### src/rtl/dbgctl_pkg.sv
`timescale 1ns/1ps
package dbgctl_pkg;
  localparam int CSR_ADDR_W = 12;
  localparam int CTRL_W     = 32;

  localparam logic [CSR_ADDR_W-1:0] ADDR_DCTRL    = 12'h7b0;
  localparam logic [CSR_ADDR_W-1:0] ADDR_DRESUME  = 12'h7b1;
  localparam logic [CSR_ADDR_W-1:0] ADDR_SCRATCH0 = 12'h7b2;

  localparam logic [3:0] DEBUG_VERSION = 4'd4;

  localparam logic [1:0] PRIV_U = 2'd0;
  localparam logic [1:0] PRIV_S = 2'd1;
  localparam logic [1:0] PRIV_M = 2'd3;

  typedef enum logic [2:0] {
    CAUSE_NONE    = 3'd0,
    CAUSE_EBREAK  = 3'd1,
    CAUSE_TRIGGER = 3'd2,
    CAUSE_HALT    = 3'd3,
    CAUSE_STEP    = 3'd4
  } entryCause_e;

  // strobes from control to datapath
  typedef struct packed {
    logic        enter;
    entryCause_e cause;
    logic        useInstrPc;
    logic        leave;
  } dbgStrobe_t;

  // configuration bits held in the datapath, consumed by control
  typedef struct packed {
    logic ebM;
    logic ebS;
    logic ebU;
    logic step;
    logic stopCount;
    logic stopTime;
  } dbgCfg_t;

  function automatic logic [1:0] legalPriv(input logic [1:0] p);
    return (p == 2'd2) ? PRIV_M : p;
  endfunction
endpackage

### src/rtl/dbg_ctrl.sv
`timescale 1ns/1ps
module dbg_ctrl
  import dbgctl_pkg::*;
(
  input  logic       clk,
  input  logic       rstN,
  input  logic       haltReq,
  input  logic       ebreakValid,
  input  logic       triggerHit,
  input  logic       stepDone,
  input  logic [1:0] curPriv,
  input  logic       dretReq,
  input  dbgCfg_t    cfg,
  output dbgStrobe_t strobe,
  output logic       debugMode,
  output logic       counterStop,
  output logic       timerStop,
  output logic       resumeValid
);
  logic ebreakArmed;
  logic ebreakOk;
  logic stepOk;

  always_comb begin
    case (curPriv)
      PRIV_M:  ebreakArmed = cfg.ebM;
      PRIV_S:  ebreakArmed = cfg.ebS;
      PRIV_U:  ebreakArmed = cfg.ebU;
      default: ebreakArmed = 1'b0;
    endcase
    ebreakOk = ebreakValid && ebreakArmed;
    stepOk   = stepDone && cfg.step;
  end

  // fixed priority: trigger > ebreak > halt > step
  always_comb begin
    strobe            = '0;
    strobe.cause      = CAUSE_NONE;
    if (!debugMode) begin
      if (triggerHit) begin
        strobe.enter      = 1'b1;
        strobe.cause      = CAUSE_TRIGGER;
        strobe.useInstrPc = 1'b1;
      end else if (ebreakOk) begin
        strobe.enter      = 1'b1;
        strobe.cause      = CAUSE_EBREAK;
        strobe.useInstrPc = 1'b1;
      end else if (haltReq) begin
        strobe.enter      = 1'b1;
        strobe.cause      = CAUSE_HALT;
      end else if (stepOk) begin
        strobe.enter      = 1'b1;
        strobe.cause      = CAUSE_STEP;
      end
    end else begin
      strobe.leave = dretReq;
    end
  end

  always_ff @(posedge clk) begin
    if (!rstN)             debugMode <= 1'b0;
    else if (strobe.enter) debugMode <= 1'b1;
    else if (strobe.leave) debugMode <= 1'b0;
  end

  always_comb begin
    counterStop = cfg.stopCount &&
                  (debugMode || (strobe.enter && strobe.cause == CAUSE_EBREAK));
    timerStop   = cfg.stopTime && debugMode;
    resumeValid = strobe.leave;
  end

  assert_enter_sets_mode_R8: assert property (@(posedge clk) disable iff (!rstN)
    strobe.enter |=> debugMode);
  assert_return_clears_R10: assert property (@(posedge clk) disable iff (!rstN)
    (debugMode && dretReq) |=> !debugMode);
  assert_halted_stays_R9: assert property (@(posedge clk) disable iff (!rstN)
    (debugMode && !dretReq) |=> debugMode);
  assert_no_entry_halted_R9: assert property (@(posedge clk) disable iff (!rstN)
    debugMode |-> !strobe.enter);
endmodule

### src/rtl/dbg_datapath.sv
`timescale 1ns/1ps
module dbg_datapath
  import dbgctl_pkg::*;
#(
  parameter int XLEN        = 32,
  parameter int NUM_SCRATCH = 2
) (
  input  logic                  clk,
  input  logic                  rstN,
  input  dbgStrobe_t            strobe,
  input  logic [1:0]            curPriv,
  input  logic [XLEN-1:0]       instrPc,
  input  logic [XLEN-1:0]       nextPc,
  input  logic                  nmiPending,
  input  logic [CSR_ADDR_W-1:0] csrAddr,
  input  logic                  csrWe,
  input  logic [XLEN-1:0]       csrWdata,
  output logic [XLEN-1:0]       csrRdata,
  output logic                  csrHit,
  output dbgCfg_t               cfg,
  output logic [XLEN-1:0]       dpcOut,
  output logic [1:0]            privOut
);
  localparam int PAD_W = XLEN - CTRL_W;

  entryCause_e     causeQ;
  logic [1:0]      prvQ;
  logic [XLEN-1:0] dpcQ;
  logic [XLEN-1:0] scratchQ [NUM_SCRATCH];
  logic            wrCtrl;
  logic            wrDpc;
  logic [CTRL_W-1:0] ctrlView;

  assign wrCtrl = csrWe && (csrAddr == ADDR_DCTRL);
  assign wrDpc  = csrWe && (csrAddr == ADDR_DRESUME);

  always_ff @(posedge clk) begin
    if (!rstN) begin
      cfg    <= '0;
      causeQ <= CAUSE_NONE;
      prvQ   <= PRIV_M;
      dpcQ   <= '0;
    end else begin
      if (wrCtrl) begin
        cfg.ebM       <= csrWdata[15];
        cfg.ebS       <= csrWdata[13];
        cfg.ebU       <= csrWdata[12];
        cfg.stopCount <= csrWdata[10];
        cfg.stopTime  <= csrWdata[9];
        cfg.step      <= csrWdata[2];
        prvQ          <= legalPriv(csrWdata[1:0]);
      end
      if (strobe.enter) begin
        causeQ <= strobe.cause;
        prvQ   <= legalPriv(curPriv);
        dpcQ   <= strobe.useInstrPc ? instrPc : nextPc;
      end else if (wrDpc) begin
        dpcQ   <= csrWdata;
      end
    end
  end

  for (genvar g = 0; g < NUM_SCRATCH; g++) begin : gScratch
    localparam logic [CSR_ADDR_W-1:0] MY_ADDR = ADDR_SCRATCH0 + CSR_ADDR_W'(g);
    always_ff @(posedge clk) begin
      if (!rstN)                               scratchQ[g] <= '0;
      else if (csrWe && csrAddr == MY_ADDR)    scratchQ[g] <= csrWdata;
    end
  end

  assign ctrlView = {DEBUG_VERSION, 12'd0, cfg.ebM, 1'b0, cfg.ebS, cfg.ebU,
                     1'b0, cfg.stopCount, cfg.stopTime, causeQ, 2'b00,
                     nmiPending, cfg.step, prvQ};

  always_comb begin
    csrRdata = '0;
    csrHit   = 1'b0;
    if (csrAddr == ADDR_DCTRL) begin
      csrRdata = {{PAD_W{1'b0}}, ctrlView};
      csrHit   = 1'b1;
    end else if (csrAddr == ADDR_DRESUME) begin
      csrRdata = dpcQ;
      csrHit   = 1'b1;
    end
    for (int i = 0; i < NUM_SCRATCH; i++) begin
      if (csrAddr == ADDR_SCRATCH0 + CSR_ADDR_W'(i)) begin
        csrRdata = scratchQ[i];
        csrHit   = 1'b1;
      end
    end
  end

  assign dpcOut  = dpcQ;
  assign privOut = prvQ;

  assert_priv_legal_R11: assert property (@(posedge clk) disable iff (!rstN)
    prvQ != 2'd2);
  assert_cause_code_R4: assert property (@(posedge clk) disable iff (!rstN)
    strobe.enter |=> (causeQ != CAUSE_NONE && causeQ <= CAUSE_STEP));
  assert_dpc_source_R7: assert property (@(posedge clk) disable iff (!rstN)
    (strobe.enter && strobe.useInstrPc) |=> dpcQ == $past(instrPc));
  assert_dpc_hold_R9: assert property (@(posedge clk) disable iff (!rstN)
    (!strobe.enter && !wrDpc) |=> $stable(dpcQ));
endmodule

### src/rtl/dbg_entry_ctrl.sv
`timescale 1ns/1ps
module dbg_entry_ctrl
  import dbgctl_pkg::*;
#(
  parameter int XLEN = 32
) (
  input  logic            clk,
  input  logic            rstN,
  input  logic            haltReq,
  input  logic            ebreakValid,
  input  logic            triggerHit,
  input  logic            stepDone,
  input  logic [1:0]      curPriv,
  input  logic [XLEN-1:0] instrPc,
  input  logic [XLEN-1:0] nextPc,
  input  logic            nmiPending,
  input  logic            dretReq,
  input  logic [11:0]     csrAddr,
  input  logic            csrWe,
  input  logic [XLEN-1:0] csrWdata,
  output logic [XLEN-1:0] csrRdata,
  output logic            csrHit,
  output logic            debugMode,
  output logic            resumeValid,
  output logic [XLEN-1:0] resumePc,
  output logic [1:0]      resumePriv,
  output logic            counterStop,
  output logic            timerStop
);
  dbgStrobe_t strobe;
  dbgCfg_t    cfg;

  dbg_ctrl uCtrl (
    .clk(clk), .rstN(rstN), .haltReq(haltReq), .ebreakValid(ebreakValid),
    .triggerHit(triggerHit), .stepDone(stepDone), .curPriv(curPriv),
    .dretReq(dretReq), .cfg(cfg), .strobe(strobe), .debugMode(debugMode),
    .counterStop(counterStop), .timerStop(timerStop), .resumeValid(resumeValid)
  );

  dbg_datapath #(.XLEN(XLEN), .NUM_SCRATCH(2)) uData (
    .clk(clk), .rstN(rstN), .strobe(strobe), .curPriv(curPriv),
    .instrPc(instrPc), .nextPc(nextPc), .nmiPending(nmiPending),
    .csrAddr(csrAddr), .csrWe(csrWe), .csrWdata(csrWdata),
    .csrRdata(csrRdata), .csrHit(csrHit), .cfg(cfg),
    .dpcOut(resumePc), .privOut(resumePriv)
  );
endmodule

### config.mk
export PLATFORM = sky130hd
export DESIGN_NAME = dbg_entry_ctrl
export DESIGN_NICKNAME = d
export VERILOG_FILES = /design/src/rtl/dbgctl_pkg.sv /design/src/rtl/dbg_ctrl.sv /design/src/rtl/dbg_datapath.sv /design/src/rtl/dbg_entry_ctrl.sv
export SDC_FILE = /design/constraint.sdc
export NUM_CORES = 1
export LEC_CHECK = 0
export BUFFER_PORTS_ARGS = -buffer_cell sky130_fd_sc_hd__buf_2
export CORE_ASPECT_RATIO = 1.5
export CORE_MARGIN = 1
export CORE_UTILIZATION = 35
export DETAILED_ROUTE_END_ITERATION = 10
export RECOVER_POWER = 25
export SLEW_MARGIN = 15
export SYNTH_ARGS = -nofsm -noshare
export SYNTH_HDL_FRONTEND = slang
export SYNTH_SLANG_ARGS = --single-unit
### constraint.sdc
create_clock -name clk -period 5.8 [get_ports clk]
set_clock_uncertainty 0.05 [all_clocks]
set_input_delay 1.16 -clock clk [delete_from_list [all_inputs] [get_ports clk]]
set_output_delay 1.16 -clock clk [all_outputs]
set_load 0.005 [all_outputs]
Word-level counts from Yosys, hierarchy flattened
Memories as Yosys holds them, arrays and structs flattened.
Index checks and enable logic that the tools add are counted.
- output and inout port bits: 71
- word-level logic and storage cells: 70
- input port bits: 119
- bits in registers: 44
- memory bits (writable): 64
- memories: 1
- bitwise operators: 2
- multiplexer cells: 34
- equality and inequality tests: 9
- reduce and logical (&&, ||, !) cells: 14
- memories (memory ; words ; bits a word ; rd ports ; clocked after memory_dff ; write ports ; line ; text):
    uData.scratchQ ; 2 ; 32 ; 2 ; 0 ; 2 ; dbg_datapath.sv:29 ; logic [XLEN-1:0] scratchQ [NUM_SCRATCH];
- operators by type and width (operator ; number):
    32-bit two-way mux ; 9
    12-bit by 11-bit equality test with 1-bit output (second input constant) ; 4
    1-bit two-way mux ; 15
    4-bit two-way mux ; 3
    5-bit two-way mux ; 2
    1-bit logical AND ; 9
    2-bit two-way mux ; 4
    2-bit equality test (second input constant) ; 3
    2-bit nonzero test ; 3
    3-bit by 1-bit equality test with 1-bit output (second input constant) ; 1
    1-bit one-hot mux with 3 select lines ; 1
    2-bit by 1-bit equality test with 1-bit output (second input constant) ; 1
    2-bit logical NOT ; 1
    1-bit bitwise OR ; 2
    1-bit logical OR ; 1

Longest topological paths before layout
Gate-level depths: netlist (run 1).
- depth in word-level cells: 10
- gate-level depth with buffers: 8

By module
From an unflattened synthesis (run 1), not the netlist that was laid out.
- cells, all modules: 553
- area, all modules: 5891.9 um^2
- by module, submodules not included (module ; cells each ; sequential area each (um^2) ; instances ; area an instance (um^2)):
    dbg_datapath ; 527 ; 2782.7 ; 1 ; 5703.0
    dbg_ctrl ; 26 ; 20.0 ; 1 ; 188.9

Least setup slack after synthesis (run 1)
Ideal clock, no wire load.
- path type: input port to flip-flop
- from: input port csrAddr[6]
- to: memory uData.scratchQ[0][0] (enable)
- arrival time: 4.629 ns
- stages on the path: 4
- path slack: 0.651 ns
- buffers on the path: 1
- cells stage by stage: or4b_4 or3_1 buf_2 o31ai_1
- RTL lines (what ; line ; text):
    start, declared ; dbg_entry_ctrl.sv:18 ; input logic [11:0] csrAddr,
    end, declared ; dbg_datapath.sv:29 ;

Final worst setup path (run 1)
- from: input port csrAddr[1]
- to: register uData.dpcQ[24], in the netlist uData.dpcOut[24]
- longest elaborated chain between the ends: 3
- ends and longest elaborated chain (what ; line ; text):
    12-bit by 11-bit equality test with 1-bit output ; dbg_datapath.sv:35 ; assign wrDpc = csrWe && (csrAddr == ADDR_DRESUME);
    1-bit logical AND ; dbg_datapath.sv:35 ;
    2-bit nonzero test (no source line) ; -- ;
    end signal, assigned ; dbg_datapath.sv:56 ; dpcQ <= strobe.useInstrPc ? instrPc : nextPc;
    end signal, assigned ; dbg_datapath.sv:58 ; dpcQ <= csrWdata;
    end, declared ; dbg_datapath.sv:28 ; logic [XLEN-1:0] dpcQ;
Every way passes these cells.
A chain may end at the register's enable or synchronous reset.

==> run_results.csv, run 1 <==
group,metric,value,unit
route,detailedRoute.firstPassIterationCount,7,
clock_network,worstSkewPairLatency,0.35,ns
floorplan,fp.dieArea,16600,sq um
synthesis,mappedNetlistNets,650,
synthesis,post_synth_instance_area,5610,sq um
clock_network,cts_made_buffers,9,
synthesis,synthesis.area_per_instance,10.6,sq um
synthesis,share_of_the_synthesized_area_in_the_top_cell_type,0.342,
synthesis,synth_common_cells,"and2_1 (79), nand2_1 (79), edfxtp_1 (64)",
floorplan,die_height,157,um
timing,final_min_period_over_clock_period,0.812,
timing,achievable-frequency,212,MHz
clock_network,clock_root_cell,"clkbuf_16",
clock_network,postCtsHoldBufs,0,
setup_path,critical_path_required,5.89,ns
synthesis,netlist.top_cell.by_area,"edfxtp_1",
min_path,timing.hold.worst.class,"flip-flop to flip-flop",
floorplan,std_cell_rows,56,
cells_and_area,proportion_of_layout_cells_with_a_drive_suffix_above_1,0.376,
synthesis,seq_area_frac_synth,0.499,
power_and_ir_drop,vdd.ir_drop.worst,0.116,mV
clock_network,postCtsSetupRepairBufs,0,
placed_design,io_buffer_count,189,
clock_network,tritoncts_num_sinks,108,
grt,grt_util_all_layers,0.206,
placed_design,gp_congestion,0.763,
timing,tns,0,ns
synthesis,syn-instance-count,531,
placed_design,dp_hpwl,11.4,mm
run,drv_cap,3,
outcome,violations_in_the_final_reports,"max-capacitance violations, max-slew violations",
grt,global_route_wire_length_before_repair,25.7,mm
setup_path,critical_path_arrival,4.81,ns
grt,grt_start_max_net_pins,44,
setup_path,critical_path_start_type,"input port",
synthesis,top_ff_cell_synth,"edfxtp_1",
floorplan,floorplan.initialDensity,0.359,
timing,grt_setup_unrepaired,"no",
outcome,status,"finished with violations",
synthesis,yosysUniqueCellTypes,46,
synthesis,async_flop_share,0,
synthesis,yosysWarnings,0,
timing,slew-limit-headroom,-0.429,
timing,tightestPinTransition,2.14,ns
power_and_ir_drop,power-per-cell-area,257,nW/um^2
timing,hold_viol,0,
route,antenna_violating_nets_post_route,0,
synthesis,number_of_synthesized_flops_with_an_enable_pin,64,
grt,antenna_found_initial,0,
cells_and_area,n_antenna_cell,0,
route,vias,4752,
route,initialDrtViolationCount,287,
synthesis,post_synth_main_area_contributors,"edfxtp_1 (34%), dfxtp_1 (16%), mux2_2 (9.4%), and2_1 (8.8%), nand2_1 (5.3%)",
clock_network,clkTransAtPathRegs,0.07,ns
timing,timing.final.ws_setup,1.09,ns
grt,first_global_vias,4748,
clock_network,h-tree-depth,3,
clock_network,cts_resized,0,
timing,setup_viol,0,
timing,fin_crit,4.71,ns
setup_path,criticalPathCategory,"input port to flip-flop",
setup_path,critPathMaxFanout,32,
power_and_ir_drop,power.static_leakage,2.92,nW
floorplan,boundaryPins,190,
setup_path,critical_path.endpoint_type,"flip-flop",
floorplan,placeableCoreArea,15600,sq um
timing,report.final.slew_viol_count,117,
clock_network,tritoncts_clock_tree,"yes",
route,routed_wirelength,16.7,mm
cells_and_area,fin_nets,817,
floorplan,floorplan.die.width,105,um
clock_network,ctsLongestPathBuffers,2,
route,viasPerCell,5.25,
synthesis,postSynthRegisterBits,108,
cells_and_area,area.growth.synth_to_final,25.5,%
route,drc,0,
route,wl_per_cell,18.4,um
grt,overflow,0,
placed_design,dpl_worst_slack,1.25,ns
[logic make-up (layout without fill, tap and decap cells)]
kind of cell,Yosys count,after routing,share of synthesized area
buffers and inverters,47,219,0.0415
AND/OR/NAND/NOR,199,199,0.184
AO/OA/AOI/OAI,112,112,0.121
multiplexers,65,65,0.154
flip-flops,108,108,0.499
[cell usage in the layout (no fill, tap or decap), drive strengths merged, types with 2 or more instances in the layout]
cell type / netlist / layout
nand2: 80 / 80
clkbuf: 29 / 33
a31oi: 33 / 33
edfxtp: 64 / 64
bufinv: 0 / 2
nor2b: 2 / 2
and2: 79 / 79
nor2: 23 / 23
nor3: 3 / 3
nand3: 3 / 3
dfxtp: 44 / 44
or3: 2 / 2
o21ai: 38 / 38
buf: 12 / 176
inv: 5 / 5
mux4: 12 / 12
a22oi: 19 / 19
clkinv: 1 / 3
mux2: 51 / 51
a21oi: 13 / 13
mux2i: 2 / 2
nor4: 2 / 2
[worst paths after layout]
kind / startpoint / to / slack (ns) / cells after the start
max: csrAddr[1] / uData.dpcOut[24] / 1.09 / 8
min: uData.cfg[3] / uData.cfg[3] / 0.43 / 2
max reg2reg: uData.cfg[4] / uData.dpcOut[19] / 2.59 / 6
min reg2reg: uData.cfg[3] / uData.cfg[3] / 0.43 / 2
[routing by layer]
metal	global-route usage	vias to the layer above	routed length, um
met5	0	-	0
met4	0.0912	0	348
met3	0.0315	23	893
met2	0.372	203	8770
met1	0.240	2283	6680
li1	-	2243	-
[critical path, stage by stage]
cell      delay [ns]
buf_2           0.23
clkbuf_1        0.60
nand3b_1        0.41
nor4_4          0.15
clkbuf_1        1.53
mux2_2          0.45
o21ai_0         0.17
a31oi_1         0.07
[flip-flops by register name, summed over array words and instances (netlist names)]
register,count
uData.causeQ,3
uData.privOut,2
uData.dpcOut,32
uCtrl.debugMode,1
uData.scratchQ,64
uData.cfg,6
[final cells by class]
class                      count  area, sq um
clock buffer                  12          267
timing repair buffer         197         1010
clock inverter                 4         70.1
sequential                   108         2800
tap                          203          254
multi-input combinational    376         2620
fill                        1483         8580
inverter                       6         25.0
[through the flow]
stage / utilization / total power [mW] / hold slack, ns / area (sq um) / instances
final: 0.451 / 1.81 / 0.429 / 7050 / 906
after global routing: 0.451 / 1.87 / 0.466 / 7050 / 906
after CTS: 0.452 / 1.82 / 0.431 / 7060 / 905
after detailed placement: 0.430 / 1.14 / 0.422 / 6720 / 889
after global placement: 0.430 / 1.13 / 0.411 / 6720 / 889
after floorplan: - / 1.02 / 0.387 / 5610 / 531
[report_power, final]
group | total [mW] | switching [mW] | leakage, nW | internal (mW)
Clock | 0.691 | 0.278 | 0.169 | 0.413
Combinational | 0.234 | 0.123 | 1.78 | 0.111
Sequential | 0.883 | 0.0266 | 0.971 | 0.857
Note: power is estimated with default switching activity, not from simulation.
==> inputs of run 2 (changes only) <==
==> constraint.sdc (replaced) <==
create_clock -name clk -period 4.45 [get_ports clk]
set_clock_uncertainty 0.05 [all_clocks]
set_input_delay 0.89 -clock clk [delete_from_list [all_inputs] [get_ports clk]]
set_output_delay 0.89 -clock clk [all_outputs]
set_load 0.005 [all_outputs]
==> run 2 against run 1 <==
  * The run still ends with max-capacitance violations, max-slew violations left
  * Clock power grew 20%
  * Sequential cell count is the same
  * Sequential power grew 30%
  * Die area is the same
  * Via count grew 0.40%
  * Power grew 27%
  * Routed wire length shrank 0.70%
  * Setup slack lost 0.30 ns
  * Global-route usage shrank 0.34 points
  * Critical path depth shrank 2
  * Largest cell class unchanged
==> run_results.csv, run 2 (synthesis gave the netlist of run 1 again) <==
group,metric,value,unit
setup_path,critical_path_start_type,"input port",
clock_network,postCtsHoldBufs,0,
setup_path,critPathMaxFanout,17,
setup_path,critical_path_required,3.51,ns
floorplan,placeableCoreArea,15600,sq um
timing,grt_setup_unrepaired,"no",
route,initialDrtViolationCount,218,
cells_and_area,most_frequent_cells_in_the_layout,"buf_2 (168), nand2_1 (79), and2_1 (77)",
min_path,timing.hold.worst.class,"flip-flop to flip-flop",
route,routed_wirelength,16.6,mm
floorplan,std_cell_rows,56,
power_and_ir_drop,power-per-cell-area,325,nW/um^2
outcome,status,"finished with violations",
cells_and_area,proportion_of_layout_cells_with_a_drive_suffix_above_1,0.376,
setup_path,criticalPathCategory,"input port to primary output",
clock_network,h-tree-depth,3,
timing,hold_viol,0,
route,wl_per_cell,18.2,um
cells_and_area,layout.cell_area.non_filler,7040,sq um
floorplan,boundaryPins,190,
clock_network,postCtsSetupRepairBufs,0,
clock_network,clock_root_cell,"clkbuf_16",
run,drv_cap,1,
floorplan,fp.dieArea,16600,sq um
floorplan,floorplan.die.width,105,um
grt,grt_util_all_layers,0.203,
cells_and_area,registers.top_by_ff_count,"uData.scratchQ",
setup_path,critical_path_arrival,2.72,ns
placed_design,gp_congestion,0.800,
clock_network,ctsLongestPathBuffers,2,
grt,global_route_wire_length_before_repair,25.5,mm
timing,final_min_period_over_clock_period,0.822,
setup_path,critical_path.endpoint_type,"primary output",
timing,tns,0,ns
cells_and_area,largest_register_ffs,64,
route,detailedRoute.firstPassIterationCount,4,
setup_path,regToRegSetupSlack,2.17,ns
clock_network,cts_resized,0,
timing,setup_viol,0,
clock_network,cts_made_buffers,9,
cells_and_area,ff_latch_area,2800,sq um
timing,fin_crit,3.66,ns
floorplan,die_height,157,um
grt,grt_start_max_net_pins,45,
power_and_ir_drop,vdd.ir_drop.worst,0.146,mV
route,vias,4771,
timing,tightestPinTransition,2.05,ns
placed_design,placedInstanceArea,6780,sq um
cells_and_area,most_frequent_standard_cell_in_the_layout_excluding_fill_and_tap_cells,"buf_2",
placed_design,dp_hpwl,11.8,mm
route,antenna_violating_nets_post_route,0,
grt,overflow,0,
timing,slew-limit-headroom,-0.367,
cells_and_area,filler_cell_count,1505,
placed_design,io_buffer_count,189,
cells_and_area,area.growth.synth_to_final,25.4,%
route,viasPerCell,5.23,
clock_network,worstSkewPairLatency,0.34,ns
clock_network,clkTransAtPathRegs,0.07,ns
grt,antenna_found_initial,0,
grt,first_global_vias,4766,
outcome,violations_in_the_final_reports,"max-capacitance violations, max-slew violations",
cells_and_area,n_antenna_cell,0,
clock_network,tritoncts_num_sinks,108,
cells_and_area,multi_input_comb_area,2610,sq um
floorplan,floorplan.initialDensity,0.359,
route,drc,0,
timing,report.final.slew_viol_count,40,
power_and_ir_drop,power.static_leakage,2.92,nW
cells_and_area,fin_nets,824,
clock_network,tritoncts_clock_tree,"yes",
timing,achievable-frequency,273,MHz
run 2: cell types whose count changed in the layout (fill, tap and decap cells not counted), sizes merged:
cell	change
buf	+4
inv	+3
bufinv	-1
clkinvlp	+1
run 2: final timing paths:
check                     end          from  depth (start not counted)
max              csrRdata[30]    csrAddr[6]                          6
max reg2reg  uData.dpcOut[13]  uData.cfg[4]                          6
min              uData.cfg[0]  uData.cfg[0]                          2
min reg2reg      uData.cfg[0]  uData.cfg[0]                          2
run 2: area by class of cell:
type | count | share of cell area
timing repair buffer | 204 | 0.147
tap | 203 | 0.0361
clock inverter | 7 | 0.0119
sequential | 108 | 0.398
multi-input combinational | 376 | 0.371
inverter | 6 | 0.00356
clock buffer | 9 | 0.0320
run 2: metrics by stage:
step | setup slack (ns) | power [mW] | utilization | hold WS (ns) | instances
global placement | 0.791 | 1.47 | 0.434 | 0.410 | 897
CTS | 0.749 | 2.31 | 0.454 | 0.424 | 913
detailed placement | 0.750 | 1.49 | 0.434 | 0.417 | 897
floorplan | 0.567 | 1.33 | - | 0.387 | 531
finish | 0.792 | 2.29 | 0.450 | 0.426 | 913
global route | 0.690 | 2.38 | 0.450 | 0.452 | 913
run 2: where the power goes:
group,switching [mW],internal [mW],total [mW]
Clock,0.385,0.447,0.832
Sequential,0.0349,1.12,1.15
Combinational,0.160,0.144,0.304
Total,0.580,1.71,2.29
run 2: metal layers:
metal	part of all wire	wire (um)	up-vias	GRT usage
li1	-	-	2260	-
met1	0.40	6660	2339	0.234
met2	0.54	8990	164	0.384
met3	0.048	802	8	0.0302
met4	0.0071	117	0	0.0590
met5	0	0	-	0
run 2: critical path, cell delays in order:
cell	delay [ns]
buf_2	0.09
or4b_4	0.55
or3_1	0.51
buf_4	0.28
a221oi_1	0.22
buf_2	0.16
